### src/rtl/slt_cmov_pkg.sv
package slt_cmov_pkg;

    localparam int OPC_W = 6;
    localparam int FN_W  = 6;

    localparam logic [OPC_W-1:0] OPC_RTYPE = 6'h00;
    localparam logic [OPC_W-1:0] OPC_SLTI  = 6'h0a;
    localparam logic [OPC_W-1:0] OPC_SLTIU = 6'h0b;

    localparam logic [FN_W-1:0] FN_SLT  = 6'h2a;
    localparam logic [FN_W-1:0] FN_SLTU = 6'h2b;
    localparam logic [FN_W-1:0] FN_MOVZ = 6'h0a;
    localparam logic [FN_W-1:0] FN_MOVN = 6'h0b;

    typedef enum logic [2:0] {
        K_NONE  = 3'd0,
        K_SLT   = 3'd1,
        K_SLTU  = 3'd2,
        K_SLTI  = 3'd3,
        K_SLTIU = 3'd4,
        K_MOVZ  = 3'd5,
        K_MOVN  = 3'd6
    } op_kind_e;

    function automatic logic kind_is_compare(input op_kind_e k);
        return (k == K_SLT) || (k == K_SLTU) || (k == K_SLTI) || (k == K_SLTIU);
    endfunction

    function automatic logic kind_is_move(input op_kind_e k);
        return (k == K_MOVZ) || (k == K_MOVN);
    endfunction

endpackage

### src/rtl/slt_decode.sv
module slt_decode
    import slt_cmov_pkg::*;
(
    input  logic [OPC_W-1:0] opcode_i,
    input  logic [FN_W-1:0]  funct_i,
    output op_kind_e         kind_o
);

    always_comb begin
        kind_o = K_NONE;
        case (opcode_i)
            OPC_RTYPE: begin
                case (funct_i)
                    FN_SLT:  kind_o = K_SLT;
                    FN_SLTU: kind_o = K_SLTU;
                    FN_MOVZ: kind_o = K_MOVZ;
                    FN_MOVN: kind_o = K_MOVN;
                    default: kind_o = K_NONE;
                endcase
            end
            OPC_SLTI:  kind_o = K_SLTI;
            OPC_SLTIU: kind_o = K_SLTIU;
            default:   kind_o = K_NONE;
        endcase
    end

endmodule

### src/rtl/slt_imm_ext.sv
module slt_imm_ext #(
    parameter int DATA_W = 32,
    parameter int IMM_W  = 16
) (
    input  logic [IMM_W-1:0]  imm_i,
    output logic [DATA_W-1:0] ext_o
);

    localparam int PAD_W = DATA_W - IMM_W;

    generate
        if (PAD_W > 0) begin : g_pad
            // Sign extension applies to both the signed and unsigned compares.
            assign ext_o = {{PAD_W{imm_i[IMM_W-1]}}, imm_i};
        end else begin : g_trunc
            assign ext_o = imm_i[DATA_W-1:0];
        end
    endgenerate

endmodule

### src/rtl/slt_cmp.sv
module slt_cmp #(
    parameter int W          = 32,
    parameter bit USE_BORROW = 1'b1
) (
    input  logic [W-1:0] a_i,
    input  logic [W-1:0] b_i,
    input  logic         signed_i,
    output logic         lt_o
);

    generate
        if (USE_BORROW) begin : g_borrow
            // One subtractor serves both forms: its borrow is the unsigned
            // answer, and it is also the signed answer when the sign bits agree.
            logic [W:0] diff;
            logic       sign_split;
            assign diff       = {1'b0, a_i} - {1'b0, b_i};
            assign sign_split = a_i[W-1] ^ b_i[W-1];
            assign lt_o       = (signed_i && sign_split) ? a_i[W-1] : diff[W];
        end else begin : g_direct
            assign lt_o = signed_i ? ($signed(a_i) < $signed(b_i)) : (a_i < b_i);
        end
    endgenerate

endmodule

### src/rtl/slt_cmov_unit.sv
module slt_cmov_unit
    import slt_cmov_pkg::*;
#(
    parameter int DATA_W     = 32,
    parameter int IMM_W      = 16,
    parameter bit USE_BORROW = 1'b1
) (
    input  logic              clk,
    input  logic              rst_n,
    input  logic [5:0]        opcode_i,
    input  logic [5:0]        funct_i,
    input  logic [DATA_W-1:0] rs_val_i,
    input  logic [DATA_W-1:0] rt_val_i,
    input  logic [IMM_W-1:0]  imm_i,
    input  logic [DATA_W-1:0] dest_old_i,
    output logic [DATA_W-1:0] result_o,
    output logic              wr_en_o
);

    localparam int FLAG_PAD = DATA_W - 1;

    typedef struct packed {
        logic [DATA_W-1:0] res;
        logic              we;
    } out_t;

    op_kind_e          kind;
    logic [DATA_W-1:0] imm_ext;
    logic [DATA_W-1:0] cmp_b;
    logic              use_signed;
    logic              lt;
    logic              rt_zero;
    out_t              out_d;
    out_t              out_q;

    slt_decode u_dec (
        .opcode_i (opcode_i),
        .funct_i  (funct_i),
        .kind_o   (kind)
    );

    slt_imm_ext #(.DATA_W(DATA_W), .IMM_W(IMM_W)) u_ext (
        .imm_i (imm_i),
        .ext_o (imm_ext)
    );

    assign cmp_b      = ((kind == K_SLTI) || (kind == K_SLTIU)) ? imm_ext : rt_val_i;
    assign use_signed = (kind == K_SLT) || (kind == K_SLTI);
    assign rt_zero    = (rt_val_i == '0);

    slt_cmp #(.W(DATA_W), .USE_BORROW(USE_BORROW)) u_cmp (
        .a_i      (rs_val_i),
        .b_i      (cmp_b),
        .signed_i (use_signed),
        .lt_o     (lt)
    );

    always_comb begin
        out_d = '0;
        case (kind)
            K_SLT, K_SLTU, K_SLTI, K_SLTIU: begin
                out_d.we  = 1'b1;
                out_d.res = {{FLAG_PAD{1'b0}}, lt};
            end
            K_MOVZ: begin
                out_d.we  = rt_zero;
                out_d.res = rt_zero ? rs_val_i : dest_old_i;
            end
            K_MOVN: begin
                out_d.we  = !rt_zero;
                out_d.res = rt_zero ? dest_old_i : rs_val_i;
            end
            default: out_d = '0;
        endcase
    end

    always_ff @(posedge clk or negedge rst_n) begin
        if (!rst_n) begin
            out_q <= '0;
        end else begin
            out_q <= out_d;
        end
    end

    assign result_o = out_q.res;
    assign wr_en_o  = out_q.we;

    // Set one edge after reset leaves, so $past never reaches into reset.
    logic armed_q;
    always_ff @(posedge clk or negedge rst_n) begin
        if (!rst_n) begin
            armed_q <= 1'b0;
        end else begin
            armed_q <= 1'b1;
        end
    end

    p_flag_only_r2: assert property (@(posedge clk) disable iff (!rst_n)
        armed_q && kind_is_compare($past(kind))
        |-> wr_en_o && (result_o[DATA_W-1:1] == '0));

    p_sign_split_r2: assert property (@(posedge clk) disable iff (!rst_n)
        armed_q && ($past(kind) == K_SLT)
            && ($past(rs_val_i[DATA_W-1]) != $past(rt_val_i[DATA_W-1]))
        |-> result_o[0] == $past(rs_val_i[DATA_W-1]));

    p_movz_take_r6: assert property (@(posedge clk) disable iff (!rst_n)
        armed_q && ($past(kind) == K_MOVZ) && ($past(rt_val_i) == '0)
        |-> wr_en_o && (result_o == $past(rs_val_i)));

    p_move_hold_r8: assert property (@(posedge clk) disable iff (!rst_n)
        armed_q && kind_is_move($past(kind)) && !wr_en_o
        |-> result_o == $past(dest_old_i));

    p_unknown_quiet_r9: assert property (@(posedge clk) disable iff (!rst_n)
        armed_q && ($past(kind) == K_NONE)
        |-> !wr_en_o && (result_o == '0));

endmodule

### config.mk
export PLATFORM = sky130hd
export DESIGN_NAME = slt_cmov_unit
export DESIGN_NICKNAME = d
export VERILOG_FILES = /design/src/rtl/slt_cmov_pkg.sv /design/src/rtl/slt_decode.sv /design/src/rtl/slt_imm_ext.sv /design/src/rtl/slt_cmp.sv /design/src/rtl/slt_cmov_unit.sv
export SDC_FILE = /design/constraint.sdc
export NUM_CORES = 1
export LEC_CHECK = 0
export BUFFER_PORTS_ARGS = -buffer_cell sky130_fd_sc_hd__buf_2
export CAP_MARGIN = 25
export CORE_AREA = 2 2 73 93
export CTS_BUF_LIST = sky130_fd_sc_hd__clkbuf_4 sky130_fd_sc_hd__clkbuf_8 sky130_fd_sc_hd__clkbuf_16
export DETAILED_ROUTE_END_ITERATION = 8
export DIE_AREA = 0 0 75 95
export HOLD_SLACK_MARGIN = 0.08
export PLACE_DENSITY = 0.87
export SLEW_MARGIN = 5
export SYNTH_ARGS = -nofsm -noshare
export SYNTH_HDL_FRONTEND = slang
export SYNTH_SLANG_ARGS = --single-unit
### constraint.sdc
create_clock -name clk -period 0.8 [get_ports clk]
set_clock_uncertainty 0.15 [all_clocks]
set_input_delay 0 -clock clk [delete_from_list [all_inputs] [get_ports clk]]
set_output_delay 0 -clock clk [all_outputs]
set_load 0.01 [all_outputs]
### After elaboration in Yosys (flattened, before gate mapping)

Index checks and enable logic that the tools add are counted.

| word-level totals | value |
|---|---|
| register bits | 33 |
| bits of input ports | 126 |
| output and inout bits | 33 |
| word-level logic and storage cells | 30 |

| cells by class | value |
|---|---|
| add/subtract/negate cells | 1 |
| equal/unequal tests | 12 |
| multiplexer cells | 7 |
| bitwise logic cells | 1 |
| reductions and logical operators | 7 |

Operators with widths:

| operator | number |
|---|---|
| one-hot mux 33 bit (3 select lines) | 1 |
| two-way mux 32 bit | 3 |
| subtractor 32 x 32 -> 33 bit | 1 |
| logical NOT 32 bit | 1 |
| equality test 6 x 4 -> 1 bit (second input constant) | 4 |
| equality test 6 bit (second input constant) | 2 |
| one-hot mux 3 bit (4 select lines) | 1 |
| equality test 3 bit (second input constant) | 3 |
| one-hot mux 3 bit (3 select lines) | 1 |
| equality test 3 x 2 -> 1 bit (second input constant) | 2 |
| logical NOT 6 bit | 1 |
| OR reduction 4 bit | 1 |
| equality test 3 x 1 -> 1 bit (second input constant) | 1 |
| logical OR 1 bit | 2 |
| logical AND 1 bit | 1 |
| logical NOT 1 bit | 1 |
| two-way mux 1 bit | 1 |
| bitwise XOR 1 bit | 1 |

### Logic depth before layout (Yosys ltp)

Gate-level depths: netlist of run 1.

| depth | value |
|---|---|
| word-level depth | 10 |
| mapped depth | 12 |

### By module

A second synthesis of run 1 with hierarchy kept.

| unflattened totals | value |
|---|---|
| cells, all modules | 476 |
| area, all modules | 3809.9 sq um |

By module, submodules not included:

| module | instances | cells each | area an instance (sq um) | sequential area each (sq um) |
|---|---|---|---|---|
| slt_cmov_unit | 1 | 321 | 2688.8 | 825.8 |
| slt_cmp | 1 | 112 | 803.3 | 0.0 |
| slt_imm_ext | 1 | 32 | 240.2 | 0.0 |
| slt_decode | 1 | 11 | 77.6 | 0.0 |

### Worst setup path before layout of run 1

OpenSTA, ideal clock, no wires.

| timing | value |
|---|---|
| kind | input -> register |
| from | input port opcode_i[2] |
| to | register out_q (netlist bit result_o[0]) |
| library setup time | 126 ps |
| arrival time | 2726 ps |
| required time | 524 ps |
| path slack | -2202 ps |
| stages | 12 |
| buffers on the path | 1 |
| cells stage by stage | nor3_1 -> nand3_1 -> nor2_1 -> clkbuf_1 -> a21oi_1 -> ha_1 -> nand4_1 -> nor4_1 -> nand4_1 -> o311a_1 -> and4_1 -> a221o_1 |

RTL lines:

| what | RTL line | source |
|---|---|---|
| from (decl) | slt_cmov_unit.sv:10 | `input logic [5:0] opcode_i,` |
| to (signal assigned) | slt_cmov_unit.sv:81 | `out_q <= out_d;` |
| to (decl) | slt_cmov_unit.sv:34 | `out_t out_q;` |

==> results.py, run 1 <==
metrics = {
    "floorplan": {
        "chipHeight_um": 95,
        "num_rows": 33,
        "die-width_um": 75,
        "i_o_pins": 159,
        "core-area_um2": 6320,
        "die_area_um2": 7130,
        "effective_utilization_at_floorplan": 0.367,
    },
    "critical_path": {
        "worstSetupEndpointType": "flip-flop",
        "worstPathArrival_ps": 2540,
        "critPathLaunchType": "input pin",
        "timing.critical_path.from": "opcode_i[4]",
        "required_ps": 820,
        "critical_path.max_fanout": 17,
        "criticalPathCategory": "input pin to flip-flop",
    },
    "route": {
        "routed-via-count": 2772,
        "routed_via_density": 5.25,
        "drt_iter0_drc": 101,
        "drtAntennaViolNets": 0,
        "post_drt_wl_per_cell_um": 16.2,
        "drt-total-wl_um": 8570,
        "route.detailed.drc": 0,
        "first_pass_iters": 4,
    },
    "sta": {
        "hold-worst-slack_ps": -216,
        "fmax_mhz": 398,
        "timing.final.crit_period_ps": 2510,
        "timing.max_slew.rel_slack": 0.738,
        "hold_violations": 42,
        "fin_ws_ps": -1710,
        "portion_of_the_clock_cycle_consumed_by_the_worst_path_in_the_final_layout": 3.14,
        "setup_failing_eps_final": 66,
        "slew_viol_final": 0,
        "timing_worst_slew_pin_value_ps": 388,
        "grt_setup_unrepaired": "true",
    },
    "place": {
        "placement.setup.worst_slack_ps": -2040,
        "placedCellCount": 511,
        "dp.final_hpwl_um": 6920,
        "placement.io_buffers": 158,
        "gp_routability_congestion": 0.843,
    },
    "logic_synthesis": {
        "synthMostInstantiatedCell": "sky130_fd_sc_hd__dfrtp_1",
        "async_flop_share": 1.00,
        "synth-seq-area-share": 0.356,
        "netlist.area_leader.share": 0.356,
        "netlist_instances": 225,
        "ys_seq_elements": 33,
        "netlist_area_um2": 2320,
        "synthFlopType": "sky130_fd_sc_hd__dfrtp_1",
        "ys.warnings.count": 0,
        "ys_top_cells_by_area": "sky130_fd_sc_hd__dfrtp_1 (36%), sky130_fd_sc_hd__ha_1 (17%), sky130_fd_sc_hd__a22o_1 (12%), sky130_fd_sc_hd__a21oi_1 (6.7%), sky130_fd_sc_hd__mux2i_1 (6.0%)",
        "synth.distinct_cells": 38,
        "synth_enable_flop_cells": 0,
        "postSynthAreaPerCell_um2": 10.3,
        "postSynthNetCount": 382,
        "synth.top_cells.by_count": "sky130_fd_sc_hd__dfrtp_1 (33), sky130_fd_sc_hd__a21oi_1 (31), sky130_fd_sc_hd__a22o_1 (31), sky130_fd_sc_hd__ha_1 (31), sky130_fd_sc_hd__mux2i_1 (14)",
        "synth.largest_area_cell": "sky130_fd_sc_hd__dfrtp_1",
    },
    "clocking": {
        "clkSlewWorstSetupHoldPaths_ps": 70,
        "root_buf_cell": "sky130_fd_sc_hd__clkbuf_8",
        "ctsHoldBuffers": 1,
        "cts_buffer_count": 5,
        "cts_num_sinks": 33,
        "clock_tree_from_tritoncts": "yes",
        "ctsLongestPathBuffers": 2,
        "h-tree-depth": 2,
    },
    "finish": {
        "drive_above_1_share": 0.546,
        "insertedDiodeCount": 0,
        "areaGrowthSynthToFinish_pct": 68.4,
        "finish.net_count": 597,
        "layoutNonFillerInstCount": 528,
    },
    "min_path": {
        "min_path_cells": 2,
        "timing.hold.worst.class": "input pin to flip-flop",
        "worstHoldStart": "dest_old_i[1]",
    },
    "outcome": {
        "failing_checks": "hold timing, setup timing",
        "status": "finished with violations",
    },
    "global_routing": {
        "grt_first_pass_wirelength_um": 12800,
        "first_global_vias": 2812,
        "groute.usage.overall": 0.236,
        "antenna_found_initial": 0,
        "grt_max_degree": 24,
        "grt.overflow.total": 0,
    },
    "pwr": {
        "p_leak_nw": 2.21,
        "powerDensity_nw_per_um2": 1080,
        "vdd_drop_max_uv": 622,
    },
    "job": {
        "drv_cap": 0,
    },
}
-- flip-flops by register name (all words and copies together), names as in the netlist --
name,flops
wr_en_o,1
result_o,32
-- layer usage --
| layer | share of wire | GRT usage | vias to the layer above | routed length [um] |
|---|---|---|---|---|
| met5 | 0 | 0 | - | 0 |
| li1 | - | - | 1324 | - |
| met4 | 0.023 | 0.0848 | 0 | 200 |
| met1 | 0.37 | 0.253 | 1305 | 3140 |
| met3 | 0.075 | 0.0470 | 19 | 640 |
| met2 | 0.54 | 0.444 | 124 | 4590 |
-- where the power goes --
group / internal [mW] / switching, mW / total (mW) / leakage [nW]
sequential: 1.67 / 0.000968 / 1.67 / 0.461
clock: 0.777 / 0.604 / 1.38 / 0.0542
combinational: 0.626 / 0.541 / 1.17 / 1.70
-- path summary, 6_finish.rpt --
check / endpoint
min: result_o[1]$_DFF_PN0_
max in group asynchronous: result_o[20]$_DFF_PN0_
min in group asynchronous: result_o[22]$_DFF_PN0_
max: result_o[0]$_DFF_PN0_
-- timing repair --
item,CTS,global route
pin swaps,6,10
endpoints found under the hold margin,66,43
setup endpoints to repair,66,66
gates cloned,3,0
resized for setup,19,8
buffers inserted,5,0
-- final cells by class --
cell class | count | area [um^2]
well taps | 87 | 109
fillers | 554 | 2410
multi-input cells | 178 | 1490
repair buffers | 219 | 1370
clock inverters | 1 | 5.00
flip-flops and latches | 33 | 826
inverters | 3 | 11.3
clock buffers | 7 | 96.3
-- through the flow --
stage	setup TNS, ps	utilization	power, mW	area (um^2)
after detailed placement	-45820	0.568	2.81	3590
after floorplan	-33410	-	2.10	2380
after global routing	-38620	0.618	4.44	3900
after CTS	-39190	0.610	4.22	3850
after global placement	-44590	0.568	2.77	3590
final	-36420	0.618	4.22	3900
-- critical path: stages --
cell and delay [ps]:
sky130_fd_sc_hd__buf_2 120, sky130_fd_sc_hd__nor3_4 200, sky130_fd_sc_hd__nand3_2 150, sky130_fd_sc_hd__nor2_4 130, sky130_fd_sc_hd__buf_12 150, sky130_fd_sc_hd__a21oi_1 50
sky130_fd_sc_hd__ha_1 300, sky130_fd_sc_hd__nand4_1 160, sky130_fd_sc_hd__nor4_2 330, sky130_fd_sc_hd__nand4_1 150, sky130_fd_sc_hd__o311a_1 350, sky130_fd_sc_hd__and4_1 150
sky130_fd_sc_hd__a221o_1 280
-- cells by family after synthesis --
family / share of synthesized area
adder cells (fa/ha/maj): 0.167
XOR/XNOR: 0.00378
multiplexers: 0.0653
flip-flops: 0.356
AND/OR/NAND/NOR: 0.123
AO/OA/AOI/OAI: 0.247
buffers and inverters: 0.0378
-- cells in the final DEF (no fill, tap or decap), types with 2 or more instances in the layout --
cell type	n
sky130_fd_sc_hd__a21o_1	4
sky130_fd_sc_hd__a21oi_1	30
sky130_fd_sc_hd__a22o_1	31
sky130_fd_sc_hd__a31oi_1	2
sky130_fd_sc_hd__buf_12	2
sky130_fd_sc_hd__buf_2	152
sky130_fd_sc_hd__buf_4	49
sky130_fd_sc_hd__buf_6	13
sky130_fd_sc_hd__clkbuf_8	7
sky130_fd_sc_hd__dfrtp_1	33
sky130_fd_sc_hd__ha_1	31
sky130_fd_sc_hd__inv_1	3
sky130_fd_sc_hd__mux2i_1	14
sky130_fd_sc_hd__nand2_1	8
sky130_fd_sc_hd__nand2b_1	2
sky130_fd_sc_hd__nand3_1	4
sky130_fd_sc_hd__nand4_1	7
sky130_fd_sc_hd__nor2_1	4
sky130_fd_sc_hd__nor2_4	2
sky130_fd_sc_hd__nor3_1	2
sky130_fd_sc_hd__nor3_4	2
sky130_fd_sc_hd__nor4_1	5
sky130_fd_sc_hd__nor4_2	4
sky130_fd_sc_hd__o21ai_0	5
sky130_fd_sc_hd__o41ai_1	3
Note: power is estimated with default switching activity, not from simulation.
==> run 2: changes to the inputs <==
--- a/config.mk
+++ b/config.mk
@@ -7,13 +7,14 @@
 export LEC_CHECK = 0
 export BUFFER_PORTS_ARGS = -buffer_cell sky130_fd_sc_hd__buf_2
 export CAP_MARGIN = 25
-export CORE_AREA = 2 2 73 93
+export CORE_AREA = 2 2 86 108
 export CTS_BUF_LIST = sky130_fd_sc_hd__clkbuf_4 sky130_fd_sc_hd__clkbuf_8 sky130_fd_sc_hd__clkbuf_16
 export DETAILED_ROUTE_END_ITERATION = 8
-export DIE_AREA = 0 0 75 95
+export DIE_AREA = 0 0 88 110
 export HOLD_SLACK_MARGIN = 0.08
-export PLACE_DENSITY = 0.87
+export PLACE_DENSITY = 0.88
 export SLEW_MARGIN = 5
 export SYNTH_ARGS = -nofsm -noshare
 export SYNTH_HDL_FRONTEND = slang
+export SYNTH_HIERARCHICAL = 1
 export SYNTH_SLANG_ARGS = --single-unit
==> run 2 against run 1 <==
Net effect:
- the flow still finishes with violations (hold timing, setup timing)
- sequential power barely moved
- die area grew 36%
- combinational power grew 46%
- core utilization increased by 11 points
- via count rose by 82%
- final area rose by 61%
- critical endpoint unchanged
- first-iteration DRC count grew to 5.4 times the previous value
- final cell count up 55%
- clock power rose by 24%
- power is 21% higher
- synthesized cell count rose by 110%
==> results.py, run 2 <==
metrics = {
    "outcome": {
        "status": "finished with violations",
        "failing_checks": "hold timing, setup timing",
    },
    "min_path": {
        "timing.hold.worst.class": "input pin to flip-flop",
        "min_path_cells": 2,
        "worstHoldStart": "dest_old_i[30]",
        "hold_end": "result_o[30]$_DFF_PN0_",
    },
    "finish": {
        "register_area_um2": 826,
        "fillerInstances": 545,
        "insertedDiodeCount": 0,
        "top_library_cells_by_usage_in_the_layout_fill_and_taps_aside": "sky130_fd_sc_hd__buf_2 (153), sky130_fd_sc_hd__nand2_1 (89), sky130_fd_sc_hd__buf_4 (82)",
        "layoutNonFillerInstCount": 816,
        "areaGrowthSynthToFinish_pct": 64.6,
        "drive_above_1_share": 0.570,
        "multi_input_comb_area_um2": 2810,
        "mostFrequentLayoutCell": "sky130_fd_sc_hd__buf_2",
        "max_ffs_per_register": 32,
        "finish.net_count": 852,
    },
    "global_routing": {
        "grt.overflow.total": 0,
        "grt_first_pass_wirelength_um": 25500,
        "antenna_found_initial": 0,
        "first_global_vias": 5141,
        "grt_max_degree": 34,
        "groute.usage.overall": 0.344,
    },
    "route": {
        "routed_via_density": 6.19,
        "first_pass_iters": 6,
        "drtAntennaViolNets": 0,
        "post_drt_wl_per_cell_um": 21.7,
        "drt-total-wl_um": 17700,
        "routed-via-count": 5051,
        "route.detailed.drc": 0,
        "drt_iter0_drc": 545,
    },
    "logic_synthesis": {
        "postSynthNetCount": 633,
        "synth_enable_flop_cells": 0,
        "synth.distinct_cells": 38,
        "synth.top_cells.by_count": "sky130_fd_sc_hd__nand2_1 (102), sky130_fd_sc_hd__buf_4 (40), sky130_fd_sc_hd__inv_1 (34), sky130_fd_sc_hd__dfrtp_1 (33), sky130_fd_sc_hd__nor3_1 (33)",
        "synth-seq-area-share": 0.217,
        "ys_seq_elements": 33,
        "netlist_instances": 476,
        "netlist.area_leader.share": 0.217,
        "netlist_area_um2": 3810,
        "synth.largest_area_cell": "sky130_fd_sc_hd__dfrtp_1",
        "ys.warnings.count": 6,
        "synthFlopType": "sky130_fd_sc_hd__dfrtp_1",
        "postSynthAreaPerCell_um2": 8.00,
        "synthMostInstantiatedCell": "sky130_fd_sc_hd__nand2_1",
        "ys_top_cells_by_area": "sky130_fd_sc_hd__dfrtp_1 (22%), sky130_fd_sc_hd__ha_1 (10%), sky130_fd_sc_hd__nand2_1 (10%), sky130_fd_sc_hd__mux2_2 (9.5%), sky130_fd_sc_hd__a311o_1 (8.1%)",
        "async_flop_share": 1.00,
    },
    "clocking": {
        "clock_tree_from_tritoncts": "yes",
        "root_buf_cell": "sky130_fd_sc_hd__clkbuf_8",
        "ctsLongestPathBuffers": 2,
        "cts_num_sinks": 33,
        "cts_buffer_count": 5,
        "clkSlewWorstSetupHoldPaths_ps": 70,
        "h-tree-depth": 2,
        "ctsHoldBuffers": 1,
    },
    "critical_path": {
        "worstPathArrival_ps": 3390,
        "criticalPathCategory": "input pin to flip-flop",
        "worstSetupEndpointType": "flip-flop",
        "critPathLaunchType": "input pin",
        "required_ps": 860,
        "critical_path.max_fanout": 6,
    },
    "sta": {
        "setup_failing_eps_final": 66,
        "timing.max_slew.rel_slack": 0.751,
        "hold-worst-slack_ps": -180,
        "portion_of_the_clock_cycle_consumed_by_the_worst_path_in_the_final_layout": 4.15,
        "timing_worst_slew_pin_value_ps": 370,
        "timing.final.crit_period_ps": 3320,
        "hold_violations": 32,
        "slew_viol_final": 0,
        "grt_setup_unrepaired": "true",
        "fmax_mhz": 301,
        "fin_ws_ps": -2520,
    },
    "floorplan": {
        "num_rows": 38,
        "effective_utilization_at_floorplan": 0.443,
        "i_o_pins": 159,
        "core-area_um2": 8610,
        "chipHeight_um": 110,
        "die_area_um2": 9680,
        "die-width_um": 88,
    },
    "pwr": {
        "switchingPower_mw": 1.51,
        "pwr-share-comb": 0.337,
        "p_int_mw": 3.58,
        "p_seq_frac": 0.328,
        "sw_frac_of_total": 0.297,
        "p_leak_nw": 3.06,
        "vdd_drop_max_uv": 684,
        "p_clk_frac": 0.335,
        "powerDensity_nw_per_um2": 812,
    },
    "place": {
        "dp.final_hpwl_um": 10400,
        "placement.io_buffers": 158,
        "placedCellCount": 770,
        "gp_routability_congestion": 0.881,
        "placement.setup.worst_slack_ps": -2860,
    },
    "job": {
        "drv_cap": 0,
    },
}
run 2: worst max path at each step:
stage / end / start / cells after the start / slack [ps]
CTS: result_o[0]$_DFF_PN0_ / opcode_i[4] / 19 / -2270
global placement: result_o[0]$_DFF_PN0_ / opcode_i[2] / 19 / -2650
global route: result_o[0]$_DFF_PN0_ / opcode_i[4] / 19 / -2670
finish: result_o[0]$_DFF_PN0_ / opcode_i[4] / 18 / -2520
detailed placement: result_o[0]$_DFF_PN0_ / opcode_i[2] / 19 / -2860
floorplan: result_o[0]$_DFF_PN0_ / opcode_i[2] / 17 / -2420
run 2: critical path, cell delays in order:
cell                        delay (ps)
sky130_fd_sc_hd__buf_6              90
sky130_fd_sc_hd__or4_4             550
sky130_fd_sc_hd__nor2_2            220
sky130_fd_sc_hd__nand2_4            80
sky130_fd_sc_hd__o21ai_4           220
sky130_fd_sc_hd__buf_12            170
sky130_fd_sc_hd__mux2_4            310
sky130_fd_sc_hd__inv_2              80
sky130_fd_sc_hd__ha_4              200
sky130_fd_sc_hd__a21o_1            170
sky130_fd_sc_hd__a21o_1            180
sky130_fd_sc_hd__a221oi_2          320
sky130_fd_sc_hd__o31ai_2           110
sky130_fd_sc_hd__a21oi_2           210
sky130_fd_sc_hd__mux2i_1           100
sky130_fd_sc_hd__o2bb2ai_1         160
sky130_fd_sc_hd__nand4_1           110
sky130_fd_sc_hd__o211ai_1          100
run 2: power by group through the flow:
| stage | Sequential [mW] | Combinational [mW] | Clock (mW) |
|---|---|---|---|
| after floorplan | 1.71 | 0.582 | 0 |
| final | 1.67 | 1.71 | 1.71 |
| after global routing | 1.67 | 1.81 | 1.76 |
| after detailed placement | 1.70 | 1.33 | 0 |
| after CTS | 1.67 | 1.53 | 1.70 |
| after global placement | 1.70 | 1.27 | 0 |
run 2: final cells by class:
type,count,share of cell area
sequential,33,0.132
timing repair buffer,280,0.356
clock buffer,7,0.0144
inverter,34,0.0204
clock inverter,1,0.00479
tap,120,0.0239
multi-input combinational,341,0.448
run 2: kinds of logic after synthesis:
logic type               synth area share
multiplexers                        0.102
adder cells (fa/ha/maj)             0.102
flip-flops                          0.217
AO/OA/AOI/OAI                       0.210
buffers and inverters               0.146
AND/OR/NAND/NOR                     0.223
run 2: per-stage QoR:
stage | area [um^2] | power, mW | util | hold WS [ps] | TNS, ps
detailed placement | 5100 | 3.04 | 0.593 | -174 | -48290
CTS | 6000 | 4.90 | 0.697 | -181 | -43600
floorplan | 3940 | 2.29 | - | -446 | -37100
global route | 6270 | 5.24 | 0.729 | -172 | -48450
finish | 6270 | 5.09 | 0.729 | -180 | -46330
global placement | 5100 | 2.98 | 0.593 | -179 | -46730
run 2: what timing repair did:
| item | CTS | global route |
|---|---|---|
| buffers inserted | 10 | 13 |
| hold endpoints to repair | 65 | 65 |
| setup endpoints to repair | 66 | 66 |
| resized for setup | 82 | 26 |
| pin swaps | 43 | 15 |
| gates cloned | 14 | 2 |
run 2: layer usage:
metal / part of all wire / up-vias / global-route usage
met2: 0.47 / 407 / 0.588
met3: 0.098 / 118 / 0.0655
met5: 0 / - / 0
met4: 0.084 / 0 / 0.247
li1: - / 2150 / -
met1: 0.34 / 2376 / 0.377
